### config.mk
export PLATFORM = sky130hd
export DESIGN_NAME = dmac_regbank
export DESIGN_NICKNAME = d
export VERILOG_FILES = /design/src/rtl/dmac_pkg.sv /design/src/rtl/dmac_port_decode.sv /design/src/rtl/dmac_chan_regs.sv /design/src/rtl/dmac_ctl_regs.sv /design/src/rtl/dmac_regbank.sv
export SDC_FILE = /design/constraint.sdc
export NUM_CORES = 1
export LEC_CHECK = 0
export ABC_AREA = 1
export BUFFER_PORTS_ARGS = -buffer_cell sky130_fd_sc_hd__buf_2
export CAP_MARGIN = 0
export CORE_UTILIZATION = 30
export DETAILED_ROUTE_END_ITERATION = 6
export PLACE_DENSITY = 0.54
export SYNTH_ARGS = -nofsm -noshare
export SYNTH_HDL_FRONTEND = slang
export SYNTH_SLANG_ARGS = --single-unit
### constraint.sdc
create_clock -name clk -period 1.55 [get_ports clk]
set_input_delay 0.155 -clock clk [delete_from_list [all_inputs] [get_ports clk]]
set_output_delay 0.155 -clock clk [all_outputs]
set_load 0.05 [all_outputs]
### src/rtl/dmac_pkg.sv
package dmac_pkg;
  localparam int NUM_CH = 4;
  localparam int CH_W   = $clog2(NUM_CH);

  typedef struct packed {
    logic [1:0] kind;     // 0 demand, 1 single, 2 block, 3 cascade
    logic       down;     // address decrement
    logic       auto_ld;  // auto-reload at end of count
    logic [1:0] xfer;     // transfer direction
  } chan_mode_t;

  localparam int MODE_W = $bits(chan_mode_t);

  localparam logic [7:0] P_STAT    = 8'h08;
  localparam logic [7:0] P_REQ     = 8'h09;
  localparam logic [7:0] P_MASK1   = 8'h0A;
  localparam logic [7:0] P_MODE    = 8'h0B;
  localparam logic [7:0] P_PTRCLR  = 8'h0C;
  localparam logic [7:0] P_MCLR    = 8'h0D;
  localparam logic [7:0] P_MASKCLR = 8'h0E;
  localparam logic [7:0] P_MASKALL = 8'h0F;

  function automatic logic [7:0] page_port(input int ch);
    case (ch)
      0:       return 8'h87;
      1:       return 8'h83;
      2:       return 8'h81;
      default: return 8'h82;
    endcase
  endfunction
endpackage

### src/rtl/dmac_port_decode.sv
module dmac_port_decode
  import dmac_pkg::*;
#(
  parameter int ADDR_W = 8
) (
  input  logic [ADDR_W-1:0] port_addr,
  input  logic              wr_en,
  input  logic              rd_en,
  output logic              ac_hit,
  output logic              ac_is_cnt,
  output logic [CH_W-1:0]   ac_ch,
  output logic              ac_access,
  output logic              wr_cmd,
  output logic              wr_req,
  output logic              wr_mask1,
  output logic              wr_mode,
  output logic              wr_ptrclr,
  output logic              wr_mclr,
  output logic              wr_maskclr,
  output logic              wr_maskall,
  output logic              rd_stat,
  output logic [NUM_CH-1:0] page_hit
);
  localparam int AC_BITS = CH_W + 1;

  assign ac_hit    = (port_addr >> AC_BITS) == '0;
  assign ac_is_cnt = port_addr[0];
  assign ac_ch     = port_addr[AC_BITS-1:1];
  assign ac_access = ac_hit && (wr_en || rd_en);

  assign wr_cmd     = wr_en && (port_addr == ADDR_W'(P_STAT));
  assign wr_req     = wr_en && (port_addr == ADDR_W'(P_REQ));
  assign wr_mask1   = wr_en && (port_addr == ADDR_W'(P_MASK1));
  assign wr_mode    = wr_en && (port_addr == ADDR_W'(P_MODE));
  assign wr_ptrclr  = wr_en && (port_addr == ADDR_W'(P_PTRCLR));
  assign wr_mclr    = wr_en && (port_addr == ADDR_W'(P_MCLR));
  assign wr_maskclr = wr_en && (port_addr == ADDR_W'(P_MASKCLR));
  assign wr_maskall = wr_en && (port_addr == ADDR_W'(P_MASKALL));
  assign rd_stat    = rd_en && (port_addr == ADDR_W'(P_STAT));

  for (genvar i = 0; i < NUM_CH; i++) begin : g_page
    assign page_hit[i] = (port_addr == ADDR_W'(page_port(i)));
  end
endmodule

### src/rtl/dmac_chan_regs.sv
module dmac_chan_regs
  import dmac_pkg::*;
#(
  parameter int DATA_W = 8,
  parameter int PAGE_W = 8,
  localparam int REG_W = 2 * DATA_W
) (
  input  logic              clk,
  input  logic              rst,
  input  logic              ld_addr,
  input  logic              ld_cnt,
  input  logic              hi_sel,
  input  logic [DATA_W-1:0] wr_data,
  input  logic              mode_we,
  input  chan_mode_t        mode_in,
  input  logic              page_we,
  output logic [REG_W-1:0]  base_addr,
  output logic [REG_W-1:0]  cur_addr,
  output logic [REG_W-1:0]  base_cnt,
  output logic [REG_W-1:0]  cur_cnt,
  output chan_mode_t        mode,
  output logic [PAGE_W-1:0] page
);
  function automatic logic [REG_W-1:0] merge(input logic [REG_W-1:0] old,
                                             input logic hi,
                                             input logic [DATA_W-1:0] d);
    logic [REG_W-1:0] r;
    if (!hi) r = REG_W'(d);
    else     r = {old[REG_W-1:DATA_W] | d, old[DATA_W-1:0]};
    return r;
  endfunction

  always_ff @(posedge clk) begin
    if (rst) begin
      base_addr <= '0;
      cur_addr  <= '0;
      base_cnt  <= '0;
      cur_cnt   <= '0;
      mode      <= '0;
      page      <= '0;
    end else begin
      if (ld_addr) begin
        base_addr <= merge(base_addr, hi_sel, wr_data);
        cur_addr  <= merge(cur_addr, hi_sel, wr_data);
      end
      if (ld_cnt) begin
        base_cnt <= merge(base_cnt, hi_sel, wr_data);
        cur_cnt  <= merge(cur_cnt, hi_sel, wr_data);
      end
      if (mode_we) mode <= mode_in;
      if (page_we) page <= PAGE_W'(wr_data);
    end
  end
endmodule

### src/rtl/dmac_ctl_regs.sv
module dmac_ctl_regs
  import dmac_pkg::*;
#(
  parameter int DATA_W = 8
) (
  input  logic              clk,
  input  logic              rst,
  input  logic [DATA_W-1:0] wr_data,
  input  logic              ac_access,
  input  logic              wr_cmd,
  input  logic              wr_req,
  input  logic              wr_mask1,
  input  logic              wr_ptrclr,
  input  logic              wr_mclr,
  input  logic              wr_maskclr,
  input  logic              wr_maskall,
  input  logic              rd_stat,
  input  logic [NUM_CH-1:0] req_set,
  input  logic [NUM_CH-1:0] req_clr,
  input  logic [NUM_CH-1:0] tc_set,
  output logic              hi_sel,
  output logic [NUM_CH-1:0] mask,
  output logic [DATA_W-1:0] cmd,
  output logic [2*NUM_CH-1:0] status
);
  logic [NUM_CH-1:0] req_q, tc_q, req_d, tc_d, req_drop, mask_d;

  always_comb begin
    req_drop = req_clr;
    if (wr_req && !wr_data[2]) req_drop[wr_data[CH_W-1:0]] = 1'b1;
    req_d = (req_q & ~req_drop) | req_set;
    tc_d  = (rd_stat ? '0 : tc_q) | tc_set;

    mask_d = mask;
    if (wr_mask1)   mask_d[wr_data[CH_W-1:0]] = wr_data[2];
    if (wr_maskall) mask_d = wr_data[NUM_CH-1:0];
    if (wr_maskclr) mask_d = '0;
  end

  always_ff @(posedge clk) begin
    if (rst || wr_mclr) begin
      hi_sel <= 1'b0;
      mask   <= '1;
      cmd    <= '0;
      req_q  <= '0;
      tc_q   <= '0;
    end else begin
      if (wr_ptrclr)      hi_sel <= 1'b0;
      else if (ac_access) hi_sel <= ~hi_sel;
      mask  <= mask_d;
      req_q <= req_d;
      tc_q  <= tc_d;
      if (wr_cmd) cmd <= wr_data;
    end
  end

  assign status = {req_q, tc_q};
endmodule

### src/rtl/dmac_regbank.sv
module dmac_regbank
  import dmac_pkg::*;
#(
  parameter int ADDR_W = 8,
  parameter int DATA_W = 8,
  parameter int PAGE_W = 8,
  localparam int REG_W = 2 * DATA_W
) (
  input  logic                       clk,
  input  logic                       rst,
  input  logic [ADDR_W-1:0]          port_addr,
  input  logic                       wr_en,
  input  logic [DATA_W-1:0]          wr_data,
  input  logic                       rd_en,
  output logic [DATA_W-1:0]          rd_data,
  input  logic [NUM_CH-1:0]          req_set,
  input  logic [NUM_CH-1:0]          req_clr,
  input  logic [NUM_CH-1:0]          tc_set,
  output logic [NUM_CH-1:0]          mask_o,
  output logic [DATA_W-1:0]          cmd_o,
  output logic [NUM_CH*MODE_W-1:0]   mode_o,
  output logic [NUM_CH*PAGE_W-1:0]   page_o,
  output logic [NUM_CH*REG_W-1:0]    base_addr_o,
  output logic [NUM_CH*REG_W-1:0]    cur_addr_o,
  output logic [NUM_CH*REG_W-1:0]    base_cnt_o,
  output logic [NUM_CH*REG_W-1:0]    cur_cnt_o
);
  logic              ac_hit, ac_is_cnt, ac_access;
  logic [CH_W-1:0]   ac_ch;
  logic              wr_cmd, wr_req, wr_mask1, wr_mode, wr_ptrclr;
  logic              wr_mclr, wr_maskclr, wr_maskall, rd_stat;
  logic [NUM_CH-1:0] page_hit;
  logic              hi_sel;
  logic [2*NUM_CH-1:0] status_q;

  logic [REG_W-1:0]  cur_addr_a [NUM_CH];
  logic [REG_W-1:0]  cur_cnt_a  [NUM_CH];
  logic [PAGE_W-1:0] page_a     [NUM_CH];
  chan_mode_t        mode_in;

  dmac_port_decode #(.ADDR_W(ADDR_W)) u_dec (
    .port_addr (port_addr), .wr_en(wr_en), .rd_en(rd_en),
    .ac_hit    (ac_hit), .ac_is_cnt(ac_is_cnt), .ac_ch(ac_ch),
    .ac_access (ac_access), .wr_cmd(wr_cmd), .wr_req(wr_req),
    .wr_mask1  (wr_mask1), .wr_mode(wr_mode), .wr_ptrclr(wr_ptrclr),
    .wr_mclr   (wr_mclr), .wr_maskclr(wr_maskclr), .wr_maskall(wr_maskall),
    .rd_stat   (rd_stat), .page_hit(page_hit)
  );

  dmac_ctl_regs #(.DATA_W(DATA_W)) u_ctl (
    .clk       (clk), .rst(rst), .wr_data(wr_data), .ac_access(ac_access),
    .wr_cmd    (wr_cmd), .wr_req(wr_req), .wr_mask1(wr_mask1),
    .wr_ptrclr (wr_ptrclr), .wr_mclr(wr_mclr), .wr_maskclr(wr_maskclr),
    .wr_maskall(wr_maskall), .rd_stat(rd_stat), .req_set(req_set),
    .req_clr   (req_clr), .tc_set(tc_set), .hi_sel(hi_sel),
    .mask      (mask_o), .cmd(cmd_o), .status(status_q)
  );

  assign mode_in = chan_mode_t'({wr_data[7:6], wr_data[5], wr_data[4], wr_data[3:2]});

  for (genvar i = 0; i < NUM_CH; i++) begin : g_ch
    logic       sel;
    chan_mode_t mode_q;
    assign sel = wr_en && ac_hit && (ac_ch == CH_W'(i));

    dmac_chan_regs #(.DATA_W(DATA_W), .PAGE_W(PAGE_W)) u_chan (
      .clk       (clk), .rst(rst),
      .ld_addr   (sel && !ac_is_cnt),
      .ld_cnt    (sel && ac_is_cnt),
      .hi_sel    (hi_sel), .wr_data(wr_data),
      .mode_we   (wr_mode && (wr_data[CH_W-1:0] == CH_W'(i))),
      .mode_in   (mode_in),
      .page_we   (wr_en && page_hit[i]),
      .base_addr (base_addr_o[i*REG_W +: REG_W]),
      .cur_addr  (cur_addr_a[i]),
      .base_cnt  (base_cnt_o[i*REG_W +: REG_W]),
      .cur_cnt   (cur_cnt_a[i]),
      .mode      (mode_q),
      .page      (page_a[i])
    );

    assign cur_addr_o[i*REG_W +: REG_W]   = cur_addr_a[i];
    assign cur_cnt_o[i*REG_W +: REG_W]    = cur_cnt_a[i];
    assign page_o[i*PAGE_W +: PAGE_W]     = page_a[i];
    assign mode_o[i*MODE_W +: MODE_W]     = mode_q;
  end

  logic [DATA_W-1:0] rd_byte;
  logic [REG_W-1:0]  ac_val;

  always_comb begin
    ac_val  = ac_is_cnt ? cur_cnt_a[ac_ch] : cur_addr_a[ac_ch];
    rd_byte = '0;
    if (ac_hit)
      rd_byte = hi_sel ? ac_val[REG_W-1:DATA_W] : ac_val[DATA_W-1:0];
    else if (rd_stat)
      rd_byte = DATA_W'(status_q);
    else
      for (int i = 0; i < NUM_CH; i++)
        if (page_hit[i]) rd_byte = DATA_W'(page_a[i]);
  end

  always_ff @(posedge clk) begin
    if (rst)        rd_data <= '0;
    else if (rd_en) rd_data <= rd_byte;
    else            rd_data <= '0;
  end
endmodule

==> results.md <==
- Wirelength, routed: 47000 um
- Actual slew at the worst max-slew pin: 0.766 ns
- Type of element capturing the critical path: output pin
- First-pass GRT wire length: 69800 um
- Total CTS buffers: 31
- CTS root buf: clkbuf_16
- R2R depth: 9
- Initial Util: 30.6%
- Clock sinks: 277
- Slew headroom: 48.7%
- Fin. Hold Viols: 0
- Syn Nets: 1712
- Worst Setup Path Type: reg2out
- Count of buffers from port buffering: 363
- Post-synthesis cell area: 11900 um2
- Initial drt markers: 661
- RSZ-0062 raised after global routing: no
- R2r setup slk: 0.06 ns
- Postcts setup bufs: 0
- Worst Hold End: g_ch[2].u_chan.page[0]
- Clock Path Buffers: 3
- Reg-to-Reg Start: g_ch[0].u_chan.cur_addr[13]
- Tot GR Track Use: 22.6%
- Final min period: 1.53 ns
- Seq/Total Area, Yosys: 46.6%
- Final Util: 40.5%
- Area Overhead vs Synth: 32.5%
- Placed Cells incl. Taps: 2513
- Max-cap violations: 0
- P per Cell Area: 985 nW/um2
- Fin cells: 2588
- Hold Path Cell Cnt: 3
- DP Worst Slack: -0.214 ns
- CP Cell Sequence: buf_2
- Hold wc startpoint: wr_data[0]
- Worst-Skew Late Latency: 0.57 ns
- Outcome: completed
- Die Span X: 201 um
- Achievable Freq: 655 MHz
- Detailed Routing Iterations Pass 1: 5
- Critical path buffers and inverters: 1
- Pin count of the biggest net entering global routing: 83
- Netlist cell types: 25
- Ys Warns: 0
- GPL Wtd Cong: 0.918
- Cell family with the largest share of critical-path delay: flip-flops
- Vias/cell: 4.68
- Pleak: 7.36 nW
- Core Footprint: 38900 um2
- WL/cell: 18.2 um
- CP arrival: 1.37 ns
- Total grt overflow: 0
- Row count: 72
- Crit-path slowest cell: dfxtp_1
- H-tree Lvls: 1
- Gate Count Post-Synth: 1680
- Num ports: 364
- Die H: 201 um
- Critical path required time: 1.39 ns
- Post-synthesis register bit count: 277
- Clock slew seen by the registers of the worst setup and hold paths: 0.06 ns
- Worst setup SP type: flip-flop
- Worst IR Drop VDD: 0.961 mV
- Layout cell share with drive strength beyond 1: 26.5%
- RR Endpoint: rd_data[5]
- Post-synthesis average cell area: 7.08 um2
- Pins over their slew limit: 0
- Vias in the first global route: 11.6k
- Period Utilization, post-route: 98.5%
- DRC: 0
- Final worst slack: 0.0238 ns
- Crit Path Max Fanout: 4
- Detailed Place HPWL: 35600 um
- NumNets Final: 2079
- Worst clock skew: 0.0133 ns
- Total number of vias: 12.1k
- Worst hold path class: in2reg
- ANT nets after route: 0
- Antenna violations before repair: 1
- CTS tree: built
- CP peak stage delay: 0.47 ns
- DIE AREA: 40500 um2
- Commonest non-fill, non-tap cells in the layout: nand2_1 (407), buf_2 (355), dfxtp_1 (276), inv_1 (240), a21oi_1 (231)
- Most common cell after layout, fill and taps aside: nand2_1
- Final setup violation count: 0
- Final Power: 15.5 mW
==> cells in the mapped netlist <==
cell type  instances  area, um2
nand3_1          154        771
o21ai_0          115        576
clkbuf_1          48        180
nor3_4             2       32.5
o21ai_1            8       40.0
nor2_2             2       12.5
buf_4             72        541
xor2_1             1       8.76
nor2_1            53        199
nor4_1             1       6.26
buf_1             11       41.3
and3_1             1       6.26
nand2_4            1       11.3
nor2_4             2       22.5
a21oi_1          232       1160
nor3_1             2       10.0
o211ai_1           4       30.0
nand2_2            6       37.5
nand4_1            3       18.8
nand2_1          407       1530
inv_1            242        908
buf_2             27        135
inv_2              2       7.51
nor3_2             7       70.1
dfxtp_1          277       5550
==> cell type report <==
class                           instances  area, um2
Timing Repair Buffer                  492       3090
Clock buffer                           42        867
Clock inverter                         13        149
Fill cell                            4204      23100
Tap cell                              518        648
Multi-Input combinational cell       1001       4550
Sequential cell                       277       5550
Inverter                              244        917
Antenna cell                            1       2.50
==> metal layers <==
metal  global-route usage, %  routed length (um)  vias to the layer above
met2                    37.9               22000                      423
met4                    7.74                1400                        0
met5                       0                   0                        -
met3                    2.82                2410                       73
met1                    29.8               21200                     5622
li1                        -                   -                     5986
==> flip-flops by register name, summed over array words and instances, names as in the netlist, 4 cells and up <==
signal / count
g_ch.u_chan.page: 32
g_ch.u_chan.base_addr: 40
g_ch.u_chan.mode: 24
g_ch.u_chan.cur_cnt: 56
g_ch.u_chan.base_cnt: 40
rd_data: 8
u_ctl.cmd: 8
u_ctl.mask: 4
g_ch.u_chan.cur_addr: 56
u_ctl.tc_q: 4
u_ctl.req_q: 4
==> logic make-up (layout without fill, tap and decap cells) <==
group           after synthesis  after routing  share of synthesized area (%)
simple gates                641            641                           22.9
compound gates              359            359                           15.2
other cells                   0              1                              0
flops                       277            277                           46.6
xor+xnor                      1              1                         0.0736
buf+inv                     402            791                           15.2
==> power breakdown <==
part	internal, mW	total (mW)	switching [mW]	leakage (nW)
clock	4.39	7.42	3.03	0.500
sequential	7.14	7.16	0.0171	2.23
combinational	0.299	0.953	0.655	4.62
total	11.8	15.5	3.70	7.36
==> what timing repair did <==
action	in CTS	in global routing
pin swaps	0	0
endpoints found under the hold margin	25	0
hold buffers	19	0
setup endpoints to repair	7	9
resized for setup	6	9
==> worst max path at each step <==
stage	endpoint	startpoint	cells past startpoint	slack, ns
after CTS	cur_cnt_o[48]	g_ch[3].u_chan.cur_cnt[0]	1	-0.03
after global placement	rd_data[1]	port_addr[1]	11	-0.20
after global routing	rd_data[5]	g_ch[0].u_chan.cur_addr[13]	9	0.001
after floorplan	g_ch[2].u_chan.base_addr[12]	u_ctl.hi_sel	7	0.04
after detailed placement	rd_data[6]	port_addr[1]	11	-0.21
final	cur_addr_o[7]	g_ch[0].u_chan.cur_addr[7]	1	0.02
==> per-stage QoR <==
stage               area [um2]  TNS [ns]  hold slack (ns)
CTS                      15800    -0.104           0.0123
detailed placement       14500    -11.82            0.389
global placement         14500     -7.69            0.380
global route             15800         0           0.0529
floorplan                11900         0            0.272
finish                   15800         0           0.0380
Note: power is estimated with default switching activity, not from simulation.
